## src/rtl/edge_deblock_pkg.sv

```systemverilog
package edge_deblock_pkg;

  localparam int SMP_W  = 8;
  localparam int LANE_N = 8;              // P3 P2 P1 P0 Q0 Q1 Q2 Q3
  localparam int EDGE_IDX = LANE_N / 2;   // index of Q0; the edge lies below it
  localparam int MID_N  = LANE_N - 2;     // P2..Q2 are the writable lanes

  typedef logic [SMP_W-1:0]        smp_t;
  typedef logic signed [SMP_W-1:0] ssmp_t;

  localparam smp_t  SIGN_FLIP = {1'b1, {(SMP_W-1){1'b0}}};
  localparam ssmp_t S_MAX = {1'b0, {(SMP_W-1){1'b1}}};
  localparam ssmp_t S_MIN = {1'b1, {(SMP_W-1){1'b0}}};

  // Strobes from control to datapath
  typedef struct packed {
    logic capture;  // load stage-1 registers this edge
    logic commit;   // load output registers this edge
    logic filtOn;   // stage-1 line passes both limits
    logic hiVar;    // stage-1 line shows high edge variance
  } dbStrobes_t;

  function automatic ssmp_t satAdd(input ssmp_t a, input ssmp_t b);
    logic signed [SMP_W:0] s;
    s = {a[SMP_W-1], a} + {b[SMP_W-1], b};
    if (s[SMP_W] != s[SMP_W-1]) return s[SMP_W] ? S_MIN : S_MAX;
    return s[SMP_W-1:0];
  endfunction

  function automatic ssmp_t satSub(input ssmp_t a, input ssmp_t b);
    logic signed [SMP_W:0] s;
    s = {a[SMP_W-1], a} - {b[SMP_W-1], b};
    if (s[SMP_W] != s[SMP_W-1]) return s[SMP_W] ? S_MIN : S_MAX;
    return s[SMP_W-1:0];
  endfunction

  function automatic smp_t absDiff(input smp_t a, input smp_t b);
    return (a > b) ? (a - b) : (b - a);
  endfunction

endpackage

```

## src/rtl/edge_deblock_ctrl.sv

```systemverilog
module edge_deblock_ctrl
  import edge_deblock_pkg::*;
(
  input  logic                     clk,
  input  logic                     rstN,
  input  logic                     inVld,
  input  smp_t [LANE_N-1:0]        smp,
  input  smp_t                     edgeLim,
  input  smp_t                     interiorLim,
  input  smp_t                     hevThr,
  output dbStrobes_t               strb,
  output logic                     outVld
);

  smp_t nbDiff [LANE_N-1];
  smp_t maxInterior;
  smp_t maxInner;
  logic filtOnNow;
  logic hiVarNow;
  logic stage1Vld;
  logic filtOnQ;
  logic hiVarQ;

  for (genvar g = 0; g < LANE_N - 1; g++) begin : g_diff
    assign nbDiff[g] = absDiff(smp[g], smp[g+1]);
  end

  always_comb begin
    maxInterior = '0;
    for (int i = 0; i < LANE_N - 1; i++) begin
      if (i != EDGE_IDX - 1 && nbDiff[i] > maxInterior) maxInterior = nbDiff[i];
    end
    maxInner  = (nbDiff[EDGE_IDX-2] > nbDiff[EDGE_IDX]) ? nbDiff[EDGE_IDX-2] : nbDiff[EDGE_IDX];
    filtOnNow = !(maxInterior > interiorLim) && !(nbDiff[EDGE_IDX-1] > edgeLim);
    hiVarNow  = maxInner > hevThr;
  end

  always_ff @(posedge clk or negedge rstN) begin
    if (!rstN) begin
      stage1Vld <= 1'b0;
      filtOnQ   <= 1'b0;
      hiVarQ    <= 1'b0;
      outVld    <= 1'b0;
    end else begin
      stage1Vld <= inVld;
      outVld    <= stage1Vld;
      if (inVld) begin
        filtOnQ <= filtOnNow;
        hiVarQ  <= hiVarNow;
      end
    end
  end

  assign strb = '{capture: inVld, commit: stage1Vld, filtOn: filtOnQ, hiVar: hiVarQ};

endmodule

```

## src/rtl/edge_deblock_dp.sv

```systemverilog
module edge_deblock_dp
  import edge_deblock_pkg::*;
#(
  parameter int K_NEAR      = 27,
  parameter int K_MID       = 18,
  parameter int K_FAR       = 9,
  parameter int RND_BIAS    = 63,
  parameter int RND_SHIFT   = 7,
  parameter int SHORT_SHIFT = 3
) (
  input  logic              clk,
  input  logic              rstN,
  input  dbStrobes_t        strb,
  input  smp_t [MID_N-1:0]  mid,   // 0=P2 1=P1 2=P0 3=Q0 4=Q1 5=Q2
  output smp_t [MID_N-1:0]  res
);

  localparam int PROD_W = 2 * SMP_W;
  localparam int TAP_N  = MID_N / 2;
  localparam int P0_IDX = TAP_N - 1;
  localparam int Q0_IDX = TAP_N;

  ssmp_t [MID_N-1:0] sgnNow;
  ssmp_t [MID_N-1:0] sgnQ;
  ssmp_t             wNow;
  ssmp_t             wQ;
  ssmp_t             wEff;
  ssmp_t             tapAdj [TAP_N];
  ssmp_t [MID_N-1:0] nxt;

  function automatic ssmp_t baseTerm(input ssmp_t sp1, input ssmp_t sp0,
                                     input ssmp_t sq0, input ssmp_t sq1);
    ssmp_t acc;
    ssmp_t step;
    step = satSub(sq0, sp0);
    acc  = satSub(sp1, sq1);
    for (int r = 0; r < 3; r++) acc = satAdd(acc, step);
    return acc;
  endfunction

  function automatic ssmp_t shortStep(input ssmp_t w, input int bias);
    ssmp_t t;
    t = satAdd(w, ssmp_t'(bias));
    return t >>> SHORT_SHIFT;
  endfunction

  function automatic ssmp_t wideTap(input ssmp_t w, input int k);
    logic signed [PROD_W-1:0] wx;
    logic signed [PROD_W-1:0] kx;
    logic signed [PROD_W-1:0] acc;
    logic [PROD_W-SMP_W:0]    hiBits;
    wx  = PROD_W'(w);
    kx  = PROD_W'(k);
    acc = (wx * kx) + PROD_W'(RND_BIAS);
    acc = acc >>> RND_SHIFT;
    hiBits = acc[PROD_W-1:SMP_W-1];
    if (&hiBits || ~|hiBits) return acc[SMP_W-1:0];
    return acc[PROD_W-1] ? S_MIN : S_MAX;
  endfunction

  // Stage 1: signed conversion and base term
  for (genvar g = 0; g < MID_N; g++) begin : g_sign
    assign sgnNow[g] = ssmp_t'(mid[g] ^ SIGN_FLIP);
  end

  assign wNow = baseTerm(sgnNow[P0_IDX-1], sgnNow[P0_IDX], sgnNow[Q0_IDX], sgnNow[Q0_IDX+1]);

  always_ff @(posedge clk or negedge rstN) begin
    if (!rstN) begin
      sgnQ <= '0;
      wQ   <= '0;
    end else if (strb.capture) begin
      sgnQ <= sgnNow;
      wQ   <= wNow;
    end
  end

  // Stage 2: correction
  assign wEff = strb.filtOn ? wQ : '0;

  for (genvar t = 0; t < TAP_N; t++) begin : g_tap
    localparam int K_T = (t == 0) ? K_NEAR : (t == 1) ? K_MID : K_FAR;
    assign tapAdj[t] = wideTap(wEff, K_T);
  end

  always_comb begin
    nxt = sgnQ;
    if (strb.hiVar) begin
      nxt[Q0_IDX] = satSub(sgnQ[Q0_IDX], shortStep(wEff, 4));
      nxt[P0_IDX] = satAdd(sgnQ[P0_IDX], shortStep(wEff, 3));
    end else begin
      for (int t = 0; t < TAP_N; t++) begin
        nxt[P0_IDX-t] = satAdd(sgnQ[P0_IDX-t], tapAdj[t]);
        nxt[Q0_IDX+t] = satSub(sgnQ[Q0_IDX+t], tapAdj[t]);
      end
    end
  end

  always_ff @(posedge clk or negedge rstN) begin
    if (!rstN) begin
      res <= '0;
    end else if (strb.commit) begin
      for (int i = 0; i < MID_N; i++) res[i] <= smp_t'(nxt[i]) ^ SIGN_FLIP;
    end
  end

endmodule

```

## src/rtl/edge_deblock_filter.sv

```systemverilog
module edge_deblock_filter
  import edge_deblock_pkg::*;
#(
  parameter int K_NEAR    = 27,
  parameter int K_MID     = 18,
  parameter int K_FAR     = 9,
  parameter int RND_BIAS  = 63,
  parameter int RND_SHIFT = 7
) (
  input  logic       clk,
  input  logic       rstN,
  input  logic       inVld,
  input  logic [7:0] inP3,
  input  logic [7:0] inP2,
  input  logic [7:0] inP1,
  input  logic [7:0] inP0,
  input  logic [7:0] inQ0,
  input  logic [7:0] inQ1,
  input  logic [7:0] inQ2,
  input  logic [7:0] inQ3,
  input  logic [7:0] edgeLim,
  input  logic [7:0] interiorLim,
  input  logic [7:0] hevThr,
  output logic       outVld,
  output logic [7:0] outP2,
  output logic [7:0] outP1,
  output logic [7:0] outP0,
  output logic [7:0] outQ0,
  output logic [7:0] outQ1,
  output logic [7:0] outQ2
);

  smp_t [LANE_N-1:0] lineSmp;
  smp_t [MID_N-1:0]  lineRes;
  dbStrobes_t        strb;

  assign lineSmp = {inQ3, inQ2, inQ1, inQ0, inP0, inP1, inP2, inP3};

  edge_deblock_ctrl u_ctrl (
    .clk         (clk),
    .rstN        (rstN),
    .inVld       (inVld),
    .smp         (lineSmp),
    .edgeLim     (edgeLim),
    .interiorLim (interiorLim),
    .hevThr      (hevThr),
    .strb        (strb),
    .outVld      (outVld)
  );

  edge_deblock_dp #(
    .K_NEAR    (K_NEAR),
    .K_MID     (K_MID),
    .K_FAR     (K_FAR),
    .RND_BIAS  (RND_BIAS),
    .RND_SHIFT (RND_SHIFT)
  ) u_dp (
    .clk  (clk),
    .rstN (rstN),
    .strb (strb),
    .mid  (lineSmp[LANE_N-2:1]),
    .res  (lineRes)
  );

  assign outP2 = lineRes[0];
  assign outP1 = lineRes[1];
  assign outP0 = lineRes[2];
  assign outQ0 = lineRes[3];
  assign outQ1 = lineRes[4];
  assign outQ2 = lineRes[5];

endmodule

```

## config.mk

```make
export PLATFORM = sky130hd
export DESIGN_NAME = edge_deblock_filter
export DESIGN_NICKNAME = d
export VERILOG_FILES = /design/src/rtl/edge_deblock_pkg.sv /design/src/rtl/edge_deblock_ctrl.sv /design/src/rtl/edge_deblock_dp.sv /design/src/rtl/edge_deblock_filter.sv
export SDC_FILE = /design/constraint.sdc
export NUM_CORES = 1
export LEC_CHECK = 0
export BUFFER_PORTS_ARGS = -buffer_cell sky130_fd_sc_hd__buf_2
export CORE_MARGIN = 2
export CORE_UTILIZATION = 25
export CTS_CLUSTER_DIAMETER = 30
export DETAILED_ROUTE_END_ITERATION = 6
export MAX_ROUTING_LAYER = met4
export RECOVER_POWER = 100
export SYNTH_ARGS = -nofsm -noshare
export SYNTH_HDL_FRONTEND = slang
export SYNTH_SLANG_ARGS = --single-unit
```

## constraint.sdc

```tcl
create_clock -name clk -period 9.65 [get_ports clk]
set_input_delay 1.93 -clock clk [delete_from_list [all_inputs] [get_ports clk]]
set_output_delay 1.93 -clock clk [all_outputs]
set_load 0.005 [all_outputs]
```

==> results of run 1 <==
==> how the worst max path moves through the flow <==
| stage | start | endpoint | slack, ns | depth (start not counted) |
|---|---|---|---|---|
| finish | inP3[2] | u_ctrl.filtOnQ | -1.59 | 55 |
| floorplan | inP2[0] | u_ctrl.filtOnQ | -1.82 | 60 |
| detailed placement | inP2[0] | u_ctrl.filtOnQ | -2.62 | 57 |
| CTS | inP2[0] | u_ctrl.filtOnQ | -1.64 | 58 |
| global placement | inP2[0] | u_ctrl.filtOnQ | -2.39 | 58 |
| global route | inP1[0] | u_ctrl.filtOnQ | -2.25 | 57 |
==> layer usage <==
layer  wire [um]  part of all wire [%]  track usage, %
met5           0                     0               -
met4        1100                   1.9            3.26
met3        3430                   5.9            2.64
met2       25600                    44            25.2
met1       27800                    48            21.7
==> layout make-up <==
| type | count | area [um^2] |
|---|---|---|
| fill | 7503 | 46900 |
| multi-input combinational | 1700 | 14300 |
| timing repair buffer | 497 | 3450 |
| sequential | 108 | 2700 |
| tap | 940 | 1180 |
| inverter | 287 | 1090 |
| clock buffer | 13 | 250 |
| clock inverter | 3 | 43.8 |
| antenna | 12 | 30.0 |
==> cells in the final DEF (no fill, tap or decap), types with 9 or more instances in the layout <==
master / count
inv_2: 9
and3_1: 9
xnor2_1: 89
o211ai_1: 11
a211oi_1: 16
buf_6: 9
fa_1: 32
nand4_1: 27
o221ai_1: 20
nor3_1: 40
o21ai_1: 16
nor2_1: 109
clkbuf_16: 9
buf_2: 133
ha_4: 17
a21oi_1: 183
nand2b_1: 19
buf_4: 353
mux2i_1: 54
nand3_1: 58
mux2_2: 64
diode_2: 12
maj3_1: 12
dfrtp_1: 107
xor2_1: 44
o21bai_1: 18
nor2b_1: 35
a21o_1: 75
a21boi_0: 10
and2_1: 16
inv_1: 274
o22ai_1: 9
o21a_1: 37
a21oi_2: 26
ha_1: 298
o21ai_0: 79
a31oi_1: 17
nand2_1: 98
==> critical path: cells and delay by family <==
| kind | cells | cell delay, ns |
|---|---|---|
| AOI/OAI and AO/OA | 30 | 4.85 |
| adders and majority gates | 7 | 1.96 |
| and+or+nand+nor | 10 | 1.28 |
| muxes | 3 | 0.85 |
| buffers and inverters | 4 | 0.44 |
| xor gates and xnor gates | 1 | 0.19 |
==> flip-flops by register name, summed over array words and instances, names as in the netlist <==
register and cells:
u_dp.res 48, u_ctrl.outVld 1, u_ctrl.hiVarQ 1, u_dp.sgnQ 48, u_ctrl.stage1Vld 1, u_ctrl.filtOnQ 1
u_dp.wQ 8
==> per-stage QoR <==
step / hold slack (ns) / setup WS, ns
after floorplan: 0.378 / -1.82
after global placement: 0.466 / -2.39
after detailed placement: 0.467 / -2.62
after CTS: 0.484 / -1.64
after global routing: 0.516 / -2.25
final: 0.478 / -1.59
==> kinds of logic after synthesis <==
logic type,synth area share (%)
AOI/OAI and AO/OA,21.8
and+or+nand+nor,13.2
adders and majority gates,27.6
buffers and inverters,7.48
xor gates and xnor gates,6.75
muxes,7.78
DFF,15.3
==> timing repair <==
action	4_1_cts	5_1_grt
pin swaps	52	48
setup buffers	15	16
gates cloned	0	0
endpoints found under the setup margin	9	9
resized for setup	71	57
==> metrics, run 1 <==
Final Util 32.9%; Post-Syn Nets approximately 2,600; CTS tree done; I/O Pins 140; Setup TNS -1.59 ns; setup violators final 1; Core Region 69,900 um^2; Initial DRT Pass Iterations 5; hold bufs inserted after CTS 0; most common cell in the netlist ha_1; cell area after placement 21,900 um^2; outcome finished, violations left; CP arrival approximately 12 ns; via count between 15,000 and 20,000; grt ovf 0; sequential area share after synthesis approximately 15%; vias per cell 4.69; Worst path slowest cell ha_1; Post-synth EDFFs 0; Post-synth top flop dfrtp_1; nets@finish between 3,000 and 4,000; clock tree root buffer cell clkbuf_16; failing checks negative setup slack; wire length of the first global-routing pass around 90,000 um; # clock sinks around 110; Max FO, Critical Path 8; Total GRT Usage between 15 and 20%; worst-skew pair later-pin latency approximately 0.37 ns; mapped cell area approximately 18,000 um^2; Design Area, Final approximately 23,000 um^2; IO Port Bufs around 140; Clock Skew 0.0110 ns; WHS Endpoint u_dp.res[8]; layout cell share with drive strength beyond 1 between 20% and 30%; MaxCap Viol Count 0; initial DRC count 947; P&R area growth vs syn 30.4%; largest net degree at the start of global routing 58; Synth area leader ha_1; RR Endpoint u_dp.res[26]; final setup margin -1.59 ns; Rows a little under 100; top cell type's share of synthesized area approximately 22%; CP Data Required Time between 9 and 10 ns; H-tree level count 3; RSZ-0062 raised after global routing yes; Seq cells post-synth approximately 110; die width ~270 um; total CTS buffers 9; post-route DRC violation count 0; synthesized area per cell about 8 um^2; Post-Route WL between 50,000 and 60,000 um; crit path launch type primary input; Hold WC Path Type register to register; die area between 70,000 and 80,000 um^2; CP peak stage delay roughly 0.37 ns; Yosys warnings 0; Final Hold Fails 0; vias in the first global route ~16,000; Critical R2R Launch u_ctrl.filtOnQ; DP Cell Count ~3,500; transition time of the tightest slew-check pin ~0.99 ns; CTS clk-pin slew, worst paths roughly 0.08 ns; GPL Wtd Cong around 0.9; final slew viol count 0; Cells after Synth around 2,100; max_slew headroom 33.0%; FF-to-FF setup slack between 1.5 and 2 ns; worst r2r path cells 26; HPWL Detailed between 40,000 and 50,000 um; Period minus WS final 11.24 ns; share of the cycle needed by the critical path after routing 116%; Starting Density between 20% and 30%; Final ANT Viol Nets 0; Setup CP Type primary input to register; most used cell, CP o21a_1; hold depth 1; top cells by area, synth ha_1 (22%), dfrtp_1 (15%), inv_1 (6.0%); post-synthesis async set-or-reset flop share 100%; antenna violations before repair 18; post-DR wirelength/cell between 15 and 20 um; fin cells approximately 3,600; clock tree buffer depth 2; height of the die approximately 270 um; Max Fclk 0.0890 GHz; post-synthesis cell type count just over 80; Synth top cells by count ha_1 (316), inv_1 (284), a21oi_1 (206), nor2_1 (112), dfrtp_1 (108); CP endpoint kind register; Min-Delay Startpoint u_dp.res[8]
Power of run 1 is left out: the tool's default activity adds up to more than one toggle a clock period on the data nets, which glitch-free logic cannot reach.
==> run 2, diff against run 1 <==
--- a/config.mk
+++ b/config.mk
@@ -12,6 +12,7 @@
 export DETAILED_ROUTE_END_ITERATION = 6
 export MAX_ROUTING_LAYER = met4
 export RECOVER_POWER = 100
+export SETUP_SLACK_MARGIN = 0.02
 export SYNTH_ARGS = -nofsm -noshare
 export SYNTH_HDL_FRONTEND = slang
 export SYNTH_SLANG_ARGS = --single-unit
==> metrics, run 2 (synthesized netlist as in run 1, its figures left out) <==
Initial DRT Pass Iterations 5 (unchanged); height of the die 270 um (unchanged); transition time of the tightest slew-check pin 2.48 ns (was 0.992 ns); initial DRC count 998 (was 947); WHS Endpoint u_dp.res[9] (was u_dp.res[8]); met1 Track Usage GR 22.3% (was 21.7%); commonest non-fill, non-tap cells in the layout buf_4 (367), ha_1 (296), inv_1 (279) (was buf_4 (353), ha_1 (298), inv_1 (274)); Reg area 2700 um^2 (about the same); hold depth 1 (unchanged); # clock sinks 108 (unchanged); GR met3 Demand/Resource 2.26% (was 2.64%); wire length of the first global-routing pass 91,500 um (was 90,400 um); CTS clk-pin slew, worst paths 0.08 ns (about the same); clock tree buffer depth 2 (unchanged); met2 Use GR 25.1% (was 25.2%); GPL Wtd Cong 0.943 (was 0.923); P&R area growth vs syn 30.4% (about the same); largest net degree at the start of global routing 69 (was 58); H-tree level count 3 (unchanged); Hold WC Path Type register to register (unchanged); CP arrival 11.71 ns (was 11.54 ns); die area 72,700 um^2 (unchanged); grt ovf 0 (unchanged); antenna violations before repair 13 (was 18); Setup TNS -1.78 ns (was -1.59 ns); commonest non-fill, non-tap cell in the layout buf_4 (unchanged); Setup WS pre-CTS -2.73 ns (was -2.62 ns); vias per cell 4.73 (was 4.69); Final ANT Viol Nets 0 (unchanged); fill cell count 7,463 (was 7,503); Final Hold Fails 0 (unchanged); Core Region 69,900 um^2 (unchanged); failing checks max-capacitance violations, max-slew violations, negative setup slack (was negative setup slack); via count 16,900 (was 16,700); setup violators final 1 (unchanged); nets@finish 3,063 (was 3,049); Min-Delay Startpoint u_dp.res[9] (was u_dp.res[8]); post-route DRC violation count 0 (unchanged); CP endpoint kind register (unchanged); outcome finished, violations left (unchanged); IO Port Bufs 139 (unchanged); layout cell share with drive strength beyond 1 26.0% (was 27.4%); Total GRT Usage 16.2% (was 16.1%); worst-skew pair later-pin latency 0.36 ns (was 0.37 ns); Worst path slowest cell a221o_1 (was ha_1); RR Endpoint u_dp.res[28] (was u_dp.res[26]); CTS tree done (unchanged); I/O Pins 140 (unchanged); CP peak stage delay 0.37 ns (about the same); Clock Skew 0.00714 ns (was 0.0110 ns); final setup margin -1.78 ns (was -1.59 ns); clock tree root buffer cell clkbuf_16 (unchanged); Rows 97 (unchanged); vias in the first global route 16,700 (was 16,400); share of the cycle needed by the critical path after routing 118% (was 116%); hold bufs inserted after CTS 0 (unchanged); Starting Density 25.2% (unchanged); CP Data Required Time 9.93 ns (was 9.95 ns); Max FO, Critical Path 8 (unchanged); grt peak-use layer met2 (unchanged); biggest regs u_dp.res: 48 flops, u_dp.sgnQ: 48 flops, u_dp.wQ: 8 flops (unchanged); MaxCap Viol Count 1 (was 0); area of the multi-input gates 14,300 um^2 (unchanged); Post-Route WL 58,100 um (was 57,900 um); HPWL Detailed 49,700 um (about the same); post-DR wirelength/cell 16.3 um (about the same); Max Fclk 0.0875 GHz (was 0.0890 GHz); RSZ-0062 raised after global routing yes (unchanged); Period minus WS final 11.43 ns (was 11.24 ns); crit path launch type primary input (unchanged); FF-to-FF setup slack 1.75 ns (was 1.76 ns); final slew viol count 45 (was 0); Critical R2R Launch u_ctrl.filtOnQ (unchanged); max_slew headroom -65.3% (was 33.0%); total CTS buffers 9 (unchanged); die width 270 um (unchanged); worst r2r path cells 26 (unchanged); Setup CP Type primary input to register (unchanged)
## run 2: changes by cell type in the layout (fill, tap and decap cells not counted), moves of 4 or more
cell and change:
buf_4 +14, ha_2 +4, inv_2 -4, buf_6 -4, inv_1 +5, clkbuf_1 +44
buf_2 -45
## run 2: worst max-delay path by stage
| stage | startpoint | end | slack (ns) | cells after the start |
|---|---|---|---|---|
| finish | inP1[0] | u_ctrl.filtOnQ | -1.78 | 53 |
| detailed placement | inP2[0] | u_ctrl.filtOnQ | -2.73 | 58 |
| floorplan | inP2[0] | u_ctrl.filtOnQ | -1.82 | 60 |
| global placement | inP2[0] | u_ctrl.filtOnQ | -2.59 | 57 |
| global route | inP1[0] | u_ctrl.filtOnQ | -2.43 | 58 |
| CTS | inP2[0] | u_ctrl.filtOnQ | -1.66 | 58 |
## run 2: final cells by class
cell class | count | share of cell area (%)
timing repair buffer | 510 | 15.1
tap | 940 | 5.11
clock inverter | 5 | 0.147
multi-input combinational | 1701 | 62.0
clock buffer | 11 | 1.10
inverter | 287 | 4.71
sequential | 108 | 11.7
antenna | 10 | 0.109
## run 2: what timing repair did
action                     in CTS  in global routing
gates resized for setup        55                 60
setup endpoints to repair       9                  9
pin swaps                      40                 39
gates cloned                    1                  0
setup buffers                  26                 10
## run 2: layer usage
layer / part of all wire [%] / vias up / routed length (um)
met5: 0 / - / 0
met4: 2.1 / 0 / 1210
met3: 4.6 / 75 / 2680
met2: 44 / 381 / 25500
met1: 49 / 7875 / 28700
li1: - / 8549 / -
## run 2: worst max-delay path: cells and delay by family
kind            cells  cell delay, ns
xor+xnor            1            0.25
mux                 1            0.33
fa+ha+maj           8            2.08
buf+inv             6            0.69
simple gates       12            1.71
compound gates     25            4.71
## run 2: per-stage QoR
stage          cells  instance area, um^2  util [%]  hold slack [ns]
3_3_place_gp    3509                22000      31.4            0.465
2_1_floorplan   2148                17900         -            0.378
4_1_cts         3552                22700      32.5            0.485
6_report        3572                23000      32.9            0.478
5_1_grt         3572                23000      32.9            0.515
3_5_place_dp    3509                22000      31.4            0.468
Power of run 2 is left out for the same reason.
==> run 3, diff against run 2 <==
--- a/config.mk
+++ b/config.mk
@@ -11,6 +11,7 @@
 export CTS_CLUSTER_DIAMETER = 30
 export DETAILED_ROUTE_END_ITERATION = 6
 export MAX_ROUTING_LAYER = met4
+export PLACE_DENSITY = 0.41
 export RECOVER_POWER = 100
 export SETUP_SLACK_MARGIN = 0.02
 export SYNTH_ARGS = -nofsm -noshare
==> metrics, run 3 (synthesized netlist as in run 1, its figures left out) <==
most used cell, CP o21a_1; IO Port Bufs 139 (unchanged); Final ANT Viol Nets 0 (unchanged); final setup margin -1.72 ns (was -1.78 ns); Period minus WS final 11.37 ns (was 11.43 ns); WP buf/inv 6 (unchanged); clock tree buffer depth 2 (unchanged); H-tree level count 3 (unchanged); Setup CP Type primary input to register (unchanged); worst r2r path cells 25 (was 26); Setup WS pre-CTS -2.54 ns (was -2.73 ns); clock tree root buffer cell clkbuf_16 (unchanged); layout cell share with drive strength beyond 1 27.5% (was 26.0%); # clock sinks 108 (unchanged); max_slew headroom -142% (was -65.3%); Design Area, Final 23,400 um^2 (was 23,000 um^2); Worst path slowest cell a221o_1 (unchanged); commonest non-fill, non-tap cell in the layout buf_4 (unchanged); Hold WC Path Type register to register (unchanged); share of the cycle needed by the critical path after routing 118% (about the same); Max Fclk 0.0880 GHz (was 0.0875 GHz); CP Data Required Time 9.97 ns (was 9.93 ns); Post-Route WL 63,500 um (was 58,100 um); initial DRC count 815 (was 998); cell area after placement 22,200 um^2 (was 22,000 um^2); final slew viol count 196 (was 45); P&R area growth vs syn 32.3% (was 30.4%); vias in the first global route 16,800 (was 16,700); WHS Endpoint u_dp.res[8] (was u_dp.res[9]); CTS tree done (unchanged); wire length of the first global-routing pass 97,100 um (was 91,500 um); Final Util 33.4% (was 32.9%); I/O Pins 140 (unchanged); GPL Wtd Cong 0.921 (was 0.943); setup violators final 1 (unchanged); hold bufs inserted after CTS 0 (unchanged); failing checks max-capacitance violations, max-slew violations, negative setup slack (unchanged); total CTS buffers 9 (unchanged); DP Cell Count 3,534 (was 3,509); HPWL Detailed 54,600 um (was 49,700 um); CTS clk-pin slew, worst paths 0.08 ns (about the same); height of the die 270 um (unchanged); transition time of the tightest slew-check pin 3.63 ns (was 2.48 ns); worst-skew pair later-pin latency 0.39 ns (was 0.36 ns); via count 16,900 (about the same); antenna violations before repair 2 (was 13); crit path launch type primary input (unchanged); die width 270 um (unchanged); CP endpoint kind register (unchanged); Min-Delay Startpoint u_dp.res[8] (was u_dp.res[9]); CP arrival 11.69 ns (was 11.71 ns); post-DR wirelength/cell 17.7 um (was 16.3 um); crit-path leading delay family compound AO/OA/AOI/OAI gates (unchanged); post-route DRC violation count 0 (unchanged); CP peak stage delay 0.37 ns (about the same); Starting Density 25.2% (unchanged); biggest regs u_dp.res: 48 flops, u_dp.sgnQ: 48 flops, u_dp.wQ: 8 flops (unchanged); outcome finished, violations left (unchanged); Total GRT Usage 17.6% (was 16.2%); Core Region 69,900 um^2 (unchanged); nets@finish 3,079 (was 3,063); FF-to-FF setup slack 1.08 ns (was 1.75 ns); hold depth 1 (unchanged); Rows 97 (unchanged); Initial DRT Pass Iterations 5 (unchanged); vias per cell 4.72 (was 4.73); RR Endpoint u_dp.res[28] (unchanged); largest net degree at the start of global routing 85 (was 69); Critical R2R Launch u_ctrl.filtOnQ (unchanged); RSZ-0062 raised after global routing yes (unchanged); commonest non-fill, non-tap cells in the layout buf_4 (379), ha_1 (289), inv_1 (274) (was buf_4 (367), ha_1 (296), inv_1 (279)); fin cells 3,578 (was 3,572); Max FO, Critical Path 8 (unchanged); Clock Skew 0.0130 ns (was 0.00714 ns); Final Hold Fails 0 (unchanged); grt ovf 0 (unchanged); MaxCap Viol Count 3 (was 1); die area 72,700 um^2 (unchanged)
run 3: cell types whose count changed in the layout (fill, tap and decap cells not counted), sizes merged:
cell	delta
buf	+21
diode	-9
clkbuf	-3
a22oi	-1
clkinv	-1
clkinvlp	-1
run 3: worst max-delay path by stage:
stage | slack, ns | from | end | cells after the start
after global placement | -2.34 | inP2[0] | u_ctrl.filtOnQ | 57
after CTS | -1.78 | inP1[0] | u_ctrl.filtOnQ | 55
final | -1.72 | inP2[0] | u_ctrl.filtOnQ | 55
after global routing | -2.14 | inP2[0] | u_ctrl.filtOnQ | 55
after detailed placement | -2.54 | inP2[0] | u_ctrl.filtOnQ | 53
after floorplan | -1.82 | inP2[0] | u_ctrl.filtOnQ | 60
run 3: final cells by class:
type                            count  area, um^2
Sequential cell                   108        2700
Timing Repair Buffer              527        3630
Inverter                          287        1090
Fill cell                        7479       46500
Antenna cell                        1        2.50
Clock buffer                       12         256
Multi-Input combinational cell   1700       14500
Clock inverter                      3        21.3
Tap cell                          940        1180
run 3: timing repair:
action | in CTS | in global routing
gates resized for setup | 75 | 92
setup buffers | 12 | 18
endpoints found under the setup margin | 9 | 9
pin swaps | 44 | 81
run 3: worst register-to-register path, delay by kind of cell (launching register included):
family | cells | cell delay, ns
buf+inv | 3 | 1.27
compound gates | 9 | 2.68
simple gates | 8 | 1.90
flops | 1 | 0.55
fa+ha+maj | 5 | 2.08
run 3: per-layer routing:
metal  track usage (%)  vias to the layer above  share of wire (%)
li1                  -                     8564                  -
met1              24.1                     7983                 49
met2              28.5                      309                 46
met3              1.65                       35                3.3
met4              2.94                        0                1.3
met5                 -                        -                  0
run 3: through the flow:
step	TNS [ns]	hold slack [ns]
after global placement	-7.48	0.460
after floorplan	-1.82	0.378
after detailed placement	-8.94	0.465
after global routing	-3.80	0.497
after CTS	-1.78	0.483
final	-1.72	0.480
Power of run 3 is left out for the same reason.
